===== src/rtl/nvs_mon_pkg.sv =====
package nvs_mon_pkg;

   typedef enum logic [2:0] {
      K_WR_DIS  = 3'd0,
      K_STORE   = 3'd1,
      K_SLEEP   = 3'd2,
      K_WRITE   = 3'd3,
      K_WR_EN   = 3'd4,
      K_RECALL  = 3'd5,
      K_READ    = 3'd6,
      K_UNKNOWN = 3'd7
   } nvs_kind_e;

   localparam logic [7:0] OPC_MASK = 8'h87;

   // Masked opcode to class. Both read aliases fold onto K_READ.
   function automatic nvs_kind_e classify(input logic [7:0] insn);
      logic [7:0] m;
      m = insn & OPC_MASK;
      if (!m[7])
         return K_UNKNOWN;
      unique case (m[2:0])
         3'd0: return K_WR_DIS;
         3'd1: return K_STORE;
         3'd2: return K_SLEEP;
         3'd3: return K_WRITE;
         3'd4: return K_WR_EN;
         3'd5: return K_RECALL;
         default: return K_READ;
      endcase
   endfunction

endpackage


===== src/rtl/nvs_insn_decode.sv =====
module nvs_insn_decode
   import nvs_mon_pkg::*;
#(
   parameter int BYTE_W   = 8,
   parameter int ADDR_LSB = 3,
   parameter int ADDR_W   = 4
) (
   input  logic [BYTE_W-1:0] insn_i,
   output nvs_kind_e         kind_o,
   output logic [ADDR_W-1:0] addr_o,
   output logic              is_read_o,
   output logic              is_write_o
);

   localparam int ADDR_MSB = ADDR_LSB + ADDR_W - 1;

   generate
      if (BYTE_W != 8) begin : g_bad_byte
         $error("nvs_insn_decode: BYTE_W must be 8");
      end
      if (ADDR_MSB >= BYTE_W - 1) begin : g_bad_addr
         $error("nvs_insn_decode: address field overlaps opcode bit 7");
      end
   endgenerate

   always_comb begin
      kind_o     = classify(insn_i);
      addr_o     = insn_i[ADDR_MSB:ADDR_LSB];
      is_read_o  = (kind_o == K_READ);
      is_write_o = (kind_o == K_WRITE);
   end

   // both read aliases decode to the read class
   always_comb begin
      if ((insn_i & OPC_MASK) == 8'h86 || (insn_i & OPC_MASK) == 8'h87)
         a_r2_read_alias: assert (is_read_o);
   end

endmodule


===== src/rtl/nvs_frame_tracker.sv =====
module nvs_frame_tracker #(
   parameter int BYTE_W = 8,
   parameter int TS_W   = 16,
   parameter int CNT_W  = 2
) (
   input  logic              clk,
   input  logic              rst,
   input  logic              cs_i,
   input  logic              stb_i,
   input  logic [BYTE_W-1:0] host_i,
   output logic              rise_o,
   output logic              data_stb_o,
   output logic              frame_end_o,
   output logic              multi_o,
   output logic [BYTE_W-1:0] insn_o,
   output logic [TS_W-1:0]   start_o
);

   localparam logic [CNT_W-1:0] CNT_MAX = {CNT_W{1'b1}};
   localparam logic [CNT_W-1:0] CNT_ONE = CNT_W'(1);
   localparam logic [CNT_W-1:0] CNT_TWO = CNT_W'(2);

   generate
      if (CNT_W < 2) begin : g_bad_cnt
         $error("nvs_frame_tracker: CNT_W must be at least 2");
      end
      if (TS_W < 1) begin : g_bad_ts
         $error("nvs_frame_tracker: TS_W must be positive");
      end
   endgenerate

   logic              cs_q;
   logic [CNT_W-1:0]  cnt_q, cnt_eff, cnt_d;
   logic [TS_W-1:0]   ts_q;
   logic [BYTE_W-1:0] insn_q;
   logic [TS_W-1:0]   start_q;
   logic              accept, first_stb;

   always_comb begin
      rise_o      = cs_i && !cs_q;
      accept      = cs_i && stb_i;
      cnt_eff     = rise_o ? '0 : cnt_q;
      first_stb   = accept && (cnt_eff == '0);
      data_stb_o  = accept && (cnt_eff != '0);
      frame_end_o = cs_q && !cs_i && (cnt_q != '0);
      multi_o     = (cnt_q >= CNT_TWO);
      if (accept && cnt_eff != CNT_MAX)
         cnt_d = cnt_eff + CNT_ONE;
      else
         cnt_d = cnt_eff;
   end

   always_ff @(posedge clk) begin
      if (rst) begin
         cs_q    <= 1'b0;
         cnt_q   <= '0;
         ts_q    <= '0;
         insn_q  <= '0;
         start_q <= '0;
      end else begin
         cs_q  <= cs_i;
         cnt_q <= cnt_d;
         ts_q  <= ts_q + TS_W'(1);
         if (first_stb) begin
            insn_q  <= host_i;
            start_q <= ts_q;
         end
      end
   end

   assign insn_o  = insn_q;
   assign start_o = start_q;

   // strobes while deselected leave the byte count alone
   a_r9_idle_strobe: assert property (@(posedge clk) disable iff (rst)
      (!cs_i && stb_i) |=> $stable(cnt_q));

   // a chip-select rise without a strobe empties the count
   a_r8_rise_clears: assert property (@(posedge clk) disable iff (rst)
      (rise_o && !stb_i) |=> (cnt_q == '0));

   // a strobe on the rising edge is taken as the instruction
   a_r8_rise_strobe: assert property (@(posedge clk) disable iff (rst)
      (rise_o && stb_i) |=> (cnt_q == CNT_ONE && insn_q == $past(host_i)));

endmodule


===== src/rtl/nvs_shift_lane.sv =====
module nvs_shift_lane #(
   parameter int BYTE_W = 8,
   parameter int VAL_W  = 16
) (
   input  logic              clk,
   input  logic              rst,
   input  logic              clr_i,
   input  logic              shift_i,
   input  logic [BYTE_W-1:0] din_i,
   output logic [VAL_W-1:0]  acc_o
);

   generate
      if (VAL_W < BYTE_W || (VAL_W % BYTE_W) != 0) begin : g_bad_val
         $error("nvs_shift_lane: VAL_W must be a multiple of BYTE_W");
      end
   endgenerate

   logic [VAL_W-1:0] acc_q, acc_d;

   generate
      if (VAL_W == BYTE_W) begin : g_single
         always_comb acc_d = din_i;
      end else begin : g_multi
         always_comb acc_d = {acc_q[VAL_W-BYTE_W-1:0], din_i};
      end
   endgenerate

   always_ff @(posedge clk) begin
      if (rst || clr_i)
         acc_q <= '0;
      else if (shift_i)
         acc_q <= acc_d;
   end

   assign acc_o = acc_q;

   // newest byte lands in the low byte of the accumulator
   a_r6_low_byte: assert property (@(posedge clk) disable iff (rst)
      (shift_i && !clr_i) |=> (acc_q[BYTE_W-1:0] == $past(din_i)));

endmodule


===== src/rtl/nvsram_txn_monitor.sv =====
module nvsram_txn_monitor
   import nvs_mon_pkg::*;
#(
   parameter int BYTE_W   = 8,
   parameter int VAL_W    = 16,
   parameter int TS_W     = 16,
   parameter int ADDR_W   = 4,
   parameter int ADDR_LSB = 3,
   parameter int CNT_W    = 2
) (
   input  logic              clk,
   input  logic              rst,
   input  logic              cs,
   input  logic              byte_stb,
   input  logic [7:0]        host_byte,
   input  logic [7:0]        dev_byte,
   output logic              rec_valid,
   output logic [2:0]        rec_kind,
   output logic              rec_addressed,
   output logic [3:0]        rec_addr,
   output logic [15:0]       rec_value,
   output logic [15:0]       rec_start
);

   localparam int LANES    = 2;
   localparam int LANE_DEV = 0;
   localparam int LANE_HST = 1;

   generate
      if (BYTE_W != 8 || VAL_W != 16 || TS_W != 16 || ADDR_W != 4) begin : g_bad_port
         $error("nvsram_txn_monitor: parameters must match the port widths");
      end
   endgenerate

   logic              rise, data_stb, frame_end, multi;
   logic [BYTE_W-1:0] insn;
   logic [TS_W-1:0]   start;
   nvs_kind_e         kind;
   logic [ADDR_W-1:0] addr;
   logic              is_read, is_write;
   logic [VAL_W-1:0]  acc [LANES];
   logic [VAL_W-1:0]  value_sel;

   nvs_frame_tracker #(
      .BYTE_W (BYTE_W),
      .TS_W   (TS_W),
      .CNT_W  (CNT_W)
   ) u_track (
      .clk         (clk),
      .rst         (rst),
      .cs_i        (cs),
      .stb_i       (byte_stb),
      .host_i      (host_byte),
      .rise_o      (rise),
      .data_stb_o  (data_stb),
      .frame_end_o (frame_end),
      .multi_o     (multi),
      .insn_o      (insn),
      .start_o     (start)
   );

   nvs_insn_decode #(
      .BYTE_W   (BYTE_W),
      .ADDR_LSB (ADDR_LSB),
      .ADDR_W   (ADDR_W)
   ) u_dec (
      .insn_i     (insn),
      .kind_o     (kind),
      .addr_o     (addr),
      .is_read_o  (is_read),
      .is_write_o (is_write)
   );

   generate
      for (genvar g = 0; g < LANES; g++) begin : g_lane
         logic [BYTE_W-1:0] lane_din;
         assign lane_din = (g == LANE_DEV) ? dev_byte : host_byte;
         nvs_shift_lane #(
            .BYTE_W (BYTE_W),
            .VAL_W  (VAL_W)
         ) u_lane (
            .clk     (clk),
            .rst     (rst),
            .clr_i   (rise),
            .shift_i (data_stb),
            .din_i   (lane_din),
            .acc_o   (acc[g])
         );
      end
   endgenerate

   always_comb begin
      if (is_read)
         value_sel = acc[LANE_DEV];
      else if (is_write)
         value_sel = acc[LANE_HST];
      else
         value_sel = '0;
   end

   always_ff @(posedge clk) begin
      if (rst) begin
         rec_valid     <= 1'b0;
         rec_kind      <= '0;
         rec_addressed <= 1'b0;
         rec_addr      <= '0;
         rec_value     <= '0;
         rec_start     <= '0;
      end else begin
         rec_valid <= frame_end;
         if (frame_end) begin
            rec_kind      <= kind;
            rec_addressed <= multi;
            rec_addr      <= multi ? addr : '0;
            rec_value     <= multi ? value_sel : '0;
            rec_start     <= start;
         end
      end
   end

   // one-cycle pulse
   a_r13_single_pulse: assert property (@(posedge clk) disable iff (rst)
      rec_valid |=> !rec_valid);

   // fields hold between pulses
   a_r13_hold: assert property (@(posedge clk) disable iff (rst)
      !rec_valid |-> $stable({rec_kind, rec_addressed, rec_addr, rec_value, rec_start}));

   // plain commands carry no address or data
   a_r5_plain_empty: assert property (@(posedge clk) disable iff (rst)
      (rec_valid && !rec_addressed) |-> (rec_addr == '0 && rec_value == '0));

   // classes other than read and write report zero
   a_r7_other_zero: assert property (@(posedge clk) disable iff (rst)
      (rec_valid && rec_kind != K_READ && rec_kind != K_WRITE) |-> (rec_value == '0));

   // a closing frame with no byte emits nothing
   a_r11_empty_frame: assert property (@(posedge clk) disable iff (rst)
      ($fell(cs) && !frame_end) |=> !rec_valid);

   // record follows the sampled chip-select fall
   a_r10_after_fall: assert property (@(posedge clk) disable iff (rst)
      rec_valid |-> $past(cs, 2) && !$past(cs));

endmodule


===== config.mk =====
export PLATFORM = sky130hd
export DESIGN_NAME = nvsram_txn_monitor
export DESIGN_NICKNAME = d
export VERILOG_FILES = /design/src/rtl/nvs_mon_pkg.sv /design/src/rtl/nvs_insn_decode.sv /design/src/rtl/nvs_frame_tracker.sv /design/src/rtl/nvs_shift_lane.sv /design/src/rtl/nvsram_txn_monitor.sv
export SDC_FILE = /design/constraint.sdc
export NUM_CORES = 1
export LEC_CHECK = 0
export BUFFER_PORTS_ARGS = -buffer_cell sky130_fd_sc_hd__buf_2
export CAP_MARGIN = 20
export CORE_MARGIN = 2
export CORE_UTILIZATION = 45
export DETAILED_ROUTE_END_ITERATION = 16
export PLACE_DENSITY = 0.69
export SLEW_MARGIN = 20
export SYNTH_ARGS = -nofsm -noshare
export SYNTH_HDL_FRONTEND = slang
export SYNTH_HIERARCHICAL = 1
export SYNTH_SLANG_ARGS = --single-unit

===== constraint.sdc =====
create_clock -name clk -period 1.45 [get_ports clk]
set_clock_uncertainty 0.05 [all_clocks]
set_input_delay 0.29 -clock clk [delete_from_list [all_inputs] [get_ports clk]]
set_output_delay 0.29 -clock clk [all_outputs]
set_load 0.005 [all_outputs]

Word level (Yosys, flattened, before mapping)
Index checks and enable logic that the tools add are counted.

word-level totals
  input bits = 20
  output and inout bits = 41
  word-level logic and storage cells = 46
  flip-flop bits (word level) = 116

cells by class
  magnitude comparators = 1
  eq/ne operators = 8
  reductions and logical operators = 14
  add/subtract/negate cells = 2
  mux-type cells = 8

operator list
  operator                                                               number
  16-bit two-way mux                                                     3
  3-bit one-hot mux with 6 select lines                                  1
  16-bit by 1-bit adder with 16-bit output, second input constant        1
  3-bit by 2-bit equality test with 1-bit output, second input constant  3
  3-bit equality test, second input constant                             3
  1-bit logical AND                                                      7
  2-bit two-way mux                                                      2
  4-bit two-way mux                                                      1
  2-bit nonzero test                                                     2
  3-bit by 1-bit equality test with 1-bit output, second input constant  1
  3-bit zero test                                                        1
  3-bit two-way mux                                                      1
  2-bit by 1-bit adder with 2-bit output, second input constant          1
  2-bit greater-or-equal comparator, second input constant               1
  1-bit zero test                                                        2
  2-bit zero test                                                        1
  2-bit inequality test, second input constant                           1
  1-bit logical OR                                                       1

Longest topological paths before layout
  depth in word-level cells = 7
  mapped depth = 8
  depth with buffers taken out = 8

Hierarchy
Netlist, hierarchy kept.

by module, submodules not included
  module              cells each  area an instance (um^2)  seq. area each (um^2)  times used
  nvs_frame_tracker   210         1719.1                   860.8                  1
  nvsram_txn_monitor  160         1715.4                   820.8                  1
  nvs_shift_lane      53          581.8                    320.3                  2
  nvs_insn_decode     10          73.8                     0.0                    1

Least setup slack after synthesis
Ideal clock, no wire load.

  path kind = reg-to-reg
  start point = register u_track.cs_q
  end point = register u_track.insn_q[1] (netlist: u_track/insn_o[1])
  stages on the path, launching flop included = 9
  path buffers = 2
  arrival time = 1493 ps
  path slack = -163 ps
  clock period less this slack = 1613 ps
  data required time = 1330 ps
  library setup time = 70 ps
  cells stage by stage = dfxtp_1 nand2b_1 nand2_1 ha_1 and3_1 clkbuf_1 clkbuf_1 nand2_1 a21oi_1

on the way
  cells in the longest elaborated chain, start to end = 5

ends and longest elaborated chain
  item                    RTL line                 source
  from (decl)             nvs_frame_tracker.sv:32  logic cs_q;
  from (signal assigned)  nvs_frame_tracker.sv:61  cs_q <= cs_i;
  1-bit zero test         nvs_frame_tracker.sv:40  rise_o = cs_i && !cs_q;
  1-bit logical AND       nvs_frame_tracker.sv:40
  2-bit two-way mux       nvs_frame_tracker.sv:42  cnt_eff = rise_o ? '0 : cnt_q;
  2-bit zero test         nvs_frame_tracker.sv:43  first_stb = accept && (cnt_eff == '0);
  1-bit logical AND       nvs_frame_tracker.sv:43
  to (signal assigned)    nvs_frame_tracker.sv:65  insn_q <= host_i;
  to (decl)               nvs_frame_tracker.sv:35  logic [BYTE_W-1:0] insn_q;

No other way between the ends.
A chain may end at the register's enable or synchronous reset.

Worst setup path in the final report
  start point = register u_track.cs_q
  end point = register g_lane[1].u_lane.acc_q[4]

on the way
  cells in the longest elaborated chain, start to end = 5
  elaborated cells between the ends (all ways) = 6
  classes of those cells = mux: 1; reduce/logical: 5

ends and longest elaborated chain
  item                  RTL line                  source
  1-bit zero test       nvs_frame_tracker.sv:40
  1-bit logical AND     nvs_frame_tracker.sv:40
  2-bit two-way mux     nvs_frame_tracker.sv:42
  2-bit nonzero test    nvs_frame_tracker.sv:44   data_stb_o = accept && (cnt_eff != '0);
  1-bit logical AND     nvs_frame_tracker.sv:44
  named net data_stb    nvsram_txn_monitor.sv:35  logic rise, data_stb, frame_end, multi;
  to (signal assigned)  nvs_shift_lane.sv:31      acc_q <= '0;
  to (signal assigned)  nvs_shift_lane.sv:33      acc_q <= acc_d;
  to (decl)             nvs_shift_lane.sv:19      logic [VAL_W-1:0] acc_q, acc_d;

The timed path passes the listed nets, and every way through them passes these cells.

==> summary.txt <==
Status
  – Status: complete, but fails checks
  – Failing checks: negative setup slack

Floorplan
  – Initial Util: between 40 and 50%
  – Die Wd: 106 um
  – IO Pins: approximately 60
  – Row count: 37
  – Core Box Area: 0.0102 sq mm
  – Die area: 0.0112 sq mm
  – Die Ht: 106 um

Synth
  – Sequential-to-total area share from yosys stat: approximately 50%
  – Multiplexer share of the synthesized area: 11.6%
  – Ys flop type: dfxtp_1
  – Compound-Gate Fraction of Synth Area: 11.5%
  – Xor and xnor area share after synthesis: 2.06%
  – Syn Inst Count: 486
  – Synth area leader: dfxtp_1
  – Number of synthesis warnings: 6
  – Syn_area_per_cell: 9.61 sq um
  – Simple-Gate Fraction of Synth Area: 18.0%
  – Synth Area in Adders: 0.803%
  – Number of synthesized register bits: 116
  – Post-synth EDFFs: 0
  – Post-synthesis cell type count: a little over 40
  – Synthesized Nets: 509
  – Largest cells by area after synthesis: dfxtp_1, mux2i_1, nor2_1
  – Share of the synthesized area in the top cell type: ~50%
  – FFs w/ async S/R, synth: 0%
  – Netlist Area Pre-Place: 0.00467 sq mm
  – Largest family of logic cells by synthesized area: simple AND/OR/NAND/NOR gates

Power and ir drop
  – Max VDD drop: 0.000723 V
  – Leak: 2.53 nW
  – Pwr Density: 1190 mW/mm^2
  – Total power: about 8 mW

Worst setup path
  – Capturing point of the worst reg2reg path: g_lane[1].u_lane/acc_o[4]
  – R2R setup slack: -0.18 ns
  – Crit path from: u_track/cs_q
  – CP Max Fanout: 6
  – Required time worst endpoint: 1.80 ns
  – Worst r2r path cells: 8
  – Critical path launch point type: flip-flop
  – Worst setup path endpoint: g_lane[1].u_lane/acc_o[4]
  – Worst Setup End Kind: flip-flop
  – WP data arrival: between 1.5 and 2 ns
  – Reg-to-reg critical path startpoint: u_track/cs_q
  – Worst Setup Path Type: reg -> reg

Clocking
  – Root Driver: clkbuf_8
  – Clk_lat worst skew: 0.51 ns
  – Clock Tree Buf Depth: 2
  – TritonCTS clock tree: done
  – Worst-path clk slew: roughly 0.060 ns
  – Sink Count: 116
  – TritonCTS buffer count: 17
  – H-tree depth: 4

Routing
  – Vias: slightly below 4,000
  – Drt wl/cell: around 16 um
  – Final ANT Viol Nets: 0
  – Vias per inst: 5.13
  – DR iter-0 viols: 202
  – TritonRoute pass-1 iters: 4
  – DRT Wirelength: 12.1 mm
  – Drt drc: 0

STA
  – WHS: a little over 0.02 ns
  – Unrepaired setup endpoints after global routing: yes
  – Final setup viols: 31
  – Setup TNS: -3.07 ns
  – F_max: 613 MHz
  – Slew headroom: 76.9%
  – Max Slew Vio Count: 0
  – Worst-Margin Slew: 0.346 ns
  – Final WS setup: -0.182 ns
  – Final period util: 113%
  – Final min period: around 1.6 ns
  – Final Hold Vio Count: 0

Final layout
  – Ant diodes: 0
  – Final #Nets: 633
  – Layout cells sized above 1: 38.7%
  – P&R area growth vs syn: 43.0%
  – Fill cells: around 750
  – Post-route non-filler standard cell count: about 760

Hold path
  – Hold WC Path Type: in -> reg
  – Worst Hold Launch: dev_byte[1]

Place
  – Placed Instances: 684
  – Number of buffers inserted by port buffering: 60
  – Pre-CTS WS: -0.176 ns
  – Detail Placement HPWL: 6.92 mm
  – Final GP Congestion: between 0.8 and 0.9

Global routing
  – Initial antenna violation count: 0
  – Vias in the first global route: ~3,800
  – Total grt overflow: 0
  – First-pass GRT wire length: 18.1 mm
  – Pin count of the biggest net entering global routing: 36
  – Overall routing resource usage: 20.4%

Run
  – Max-Cap Viols: 0
## critical path, stage by stage (launching register included)
cell and delay [ns]:
dfxtp_2 0.32, nand2b_4 0.15, nand2_4 0.06, ha_4 0.17
nor2_4 0.14, buf_12 0.15, buf_12 0.12, mux2i_1 0.25
nor2_1 0.08
## stage by stage
| stage | area (sq um) | util [%] |
|---|---|---|
| 6_report | 6680 | 65.6 |
| 5_1_grt | 6680 | 65.6 |
| 4_1_cts | 6260 | 61.5 |
| 3_5_place_dp | 5330 | 52.3 |
| 3_3_place_gp | 5330 | 52.3 |
| 2_1_floorplan | 4740 | - |
## cell usage in the layout, fill, tap and decap left out, types with 2 or more instances in the layout
cell             n
dfxtp_1        107
nor2_1          77
buf_2           60
nand2_1         55
mux2i_1         50
buf_4           41
a21oi_1         28
clkbuf_16       25
a211oi_2        15
dlygate4sd3_1   13
buf_6           11
a22oi_2         10
nor2_2          10
xnor2_1         10
nand3_1          9
buf_12           9
nand2b_1         7
inv_1            7
inv_6            7
a22oi_1          6
dfxtp_2          6
nor2b_1          4
mux2i_2          3
bufinv_16        3
clkinv_4         3
a21oi_2          3
ha_4             3
dfxtp_4          3
clkinvlp_4       2
and3_2           2
nand2_4          2
inv_4            2
nor3_2           2
nor2_4           2
nor4_4           2
nor4_2           2
## cell families (layout without fill, tap and decap cells)
group | count (synthesis) | in the layout
DFF | 116 | 116
muxes | 54 | 54
and+or+nand+nor | 186 | 186
adders and majority gates | 3 | 3
xor gates and xnor gates | 11 | 11
buffers and inverters | 48 | 185
AOI/OAI and AO/OA | 68 | 68
## what timing repair did
item / CTS / global route
setup buffers: 11 / 9
pin swaps: 8 / 21
gates cloned: 2 / 10
gates resized for setup: 24 / 44
hold endpoints to repair: 15 / 0
setup endpoints to repair: 49 / 100
hold buffers: 13 / 0
## cell type report
class	instances	area [sq um]	area share (%)
clock inverters	15	193	2.88
flip-flops and latches	116	2340	35.1
inverters	10	42.5	0.637
clock buffers	17	414	6.20
multi-input cells	322	2250	33.7
repair buffers	143	1270	19.0
well taps	136	170	2.55
## routing by layer
layer	vias to the layer above	wire, um	GRT usage [%]
li1	1893	-	-
met1	1885	5380	26.3
met2	106	6010	33.0
met3	13	574	5.64
met4	0	144	7.05
met5	-	0	0
## state kept, by name, indices dropped and copies added, names as in the netlist
signal and flops:
g_lane.u_lane/acc_o 32, rec_start 16, rec_value 16, u_track/start_o 16
u_track/ts_q 16, u_track/insn_o 8, rec_addr 4, rec_kind 3
u_track/cnt_q 2, rec_addressed 1, rec_valid 1, u_track/cs_q 1
## cells in the mapped netlist (8+ instances only)
cell,number
nand2b_1,8
mux2i_1,53
a22oi_2,10
nand2_1,57
a211oi_2,11
xnor2_1,10
dfxtp_1,116
nand3_1,9
clkbuf_1,13
inv_1,10
a21oi_1,31
nor2_1,89
## where the power goes
part	switching (mW)	internal, mW
Clock	1.60	2.66
Sequential	0.0320	3.22
Combinational	0.229	0.223
## worst min path at each step
stage                                            to  slack (ns)  cells past startpoint
after floorplan                        u_track/cs_q        0.37                      1
after detailed placement          u_track/insn_o[4]        0.40                      2
after global routing      g_lane[0].u_lane/acc_o[1]      -0.003                      3
after global placement          u_track/start_o[14]        0.40                      2
final                     g_lane[0].u_lane/acc_o[1]        0.02                      3
after CTS                         u_track/insn_o[5]       0.001                      3
(Power assumes the default switching activity.)
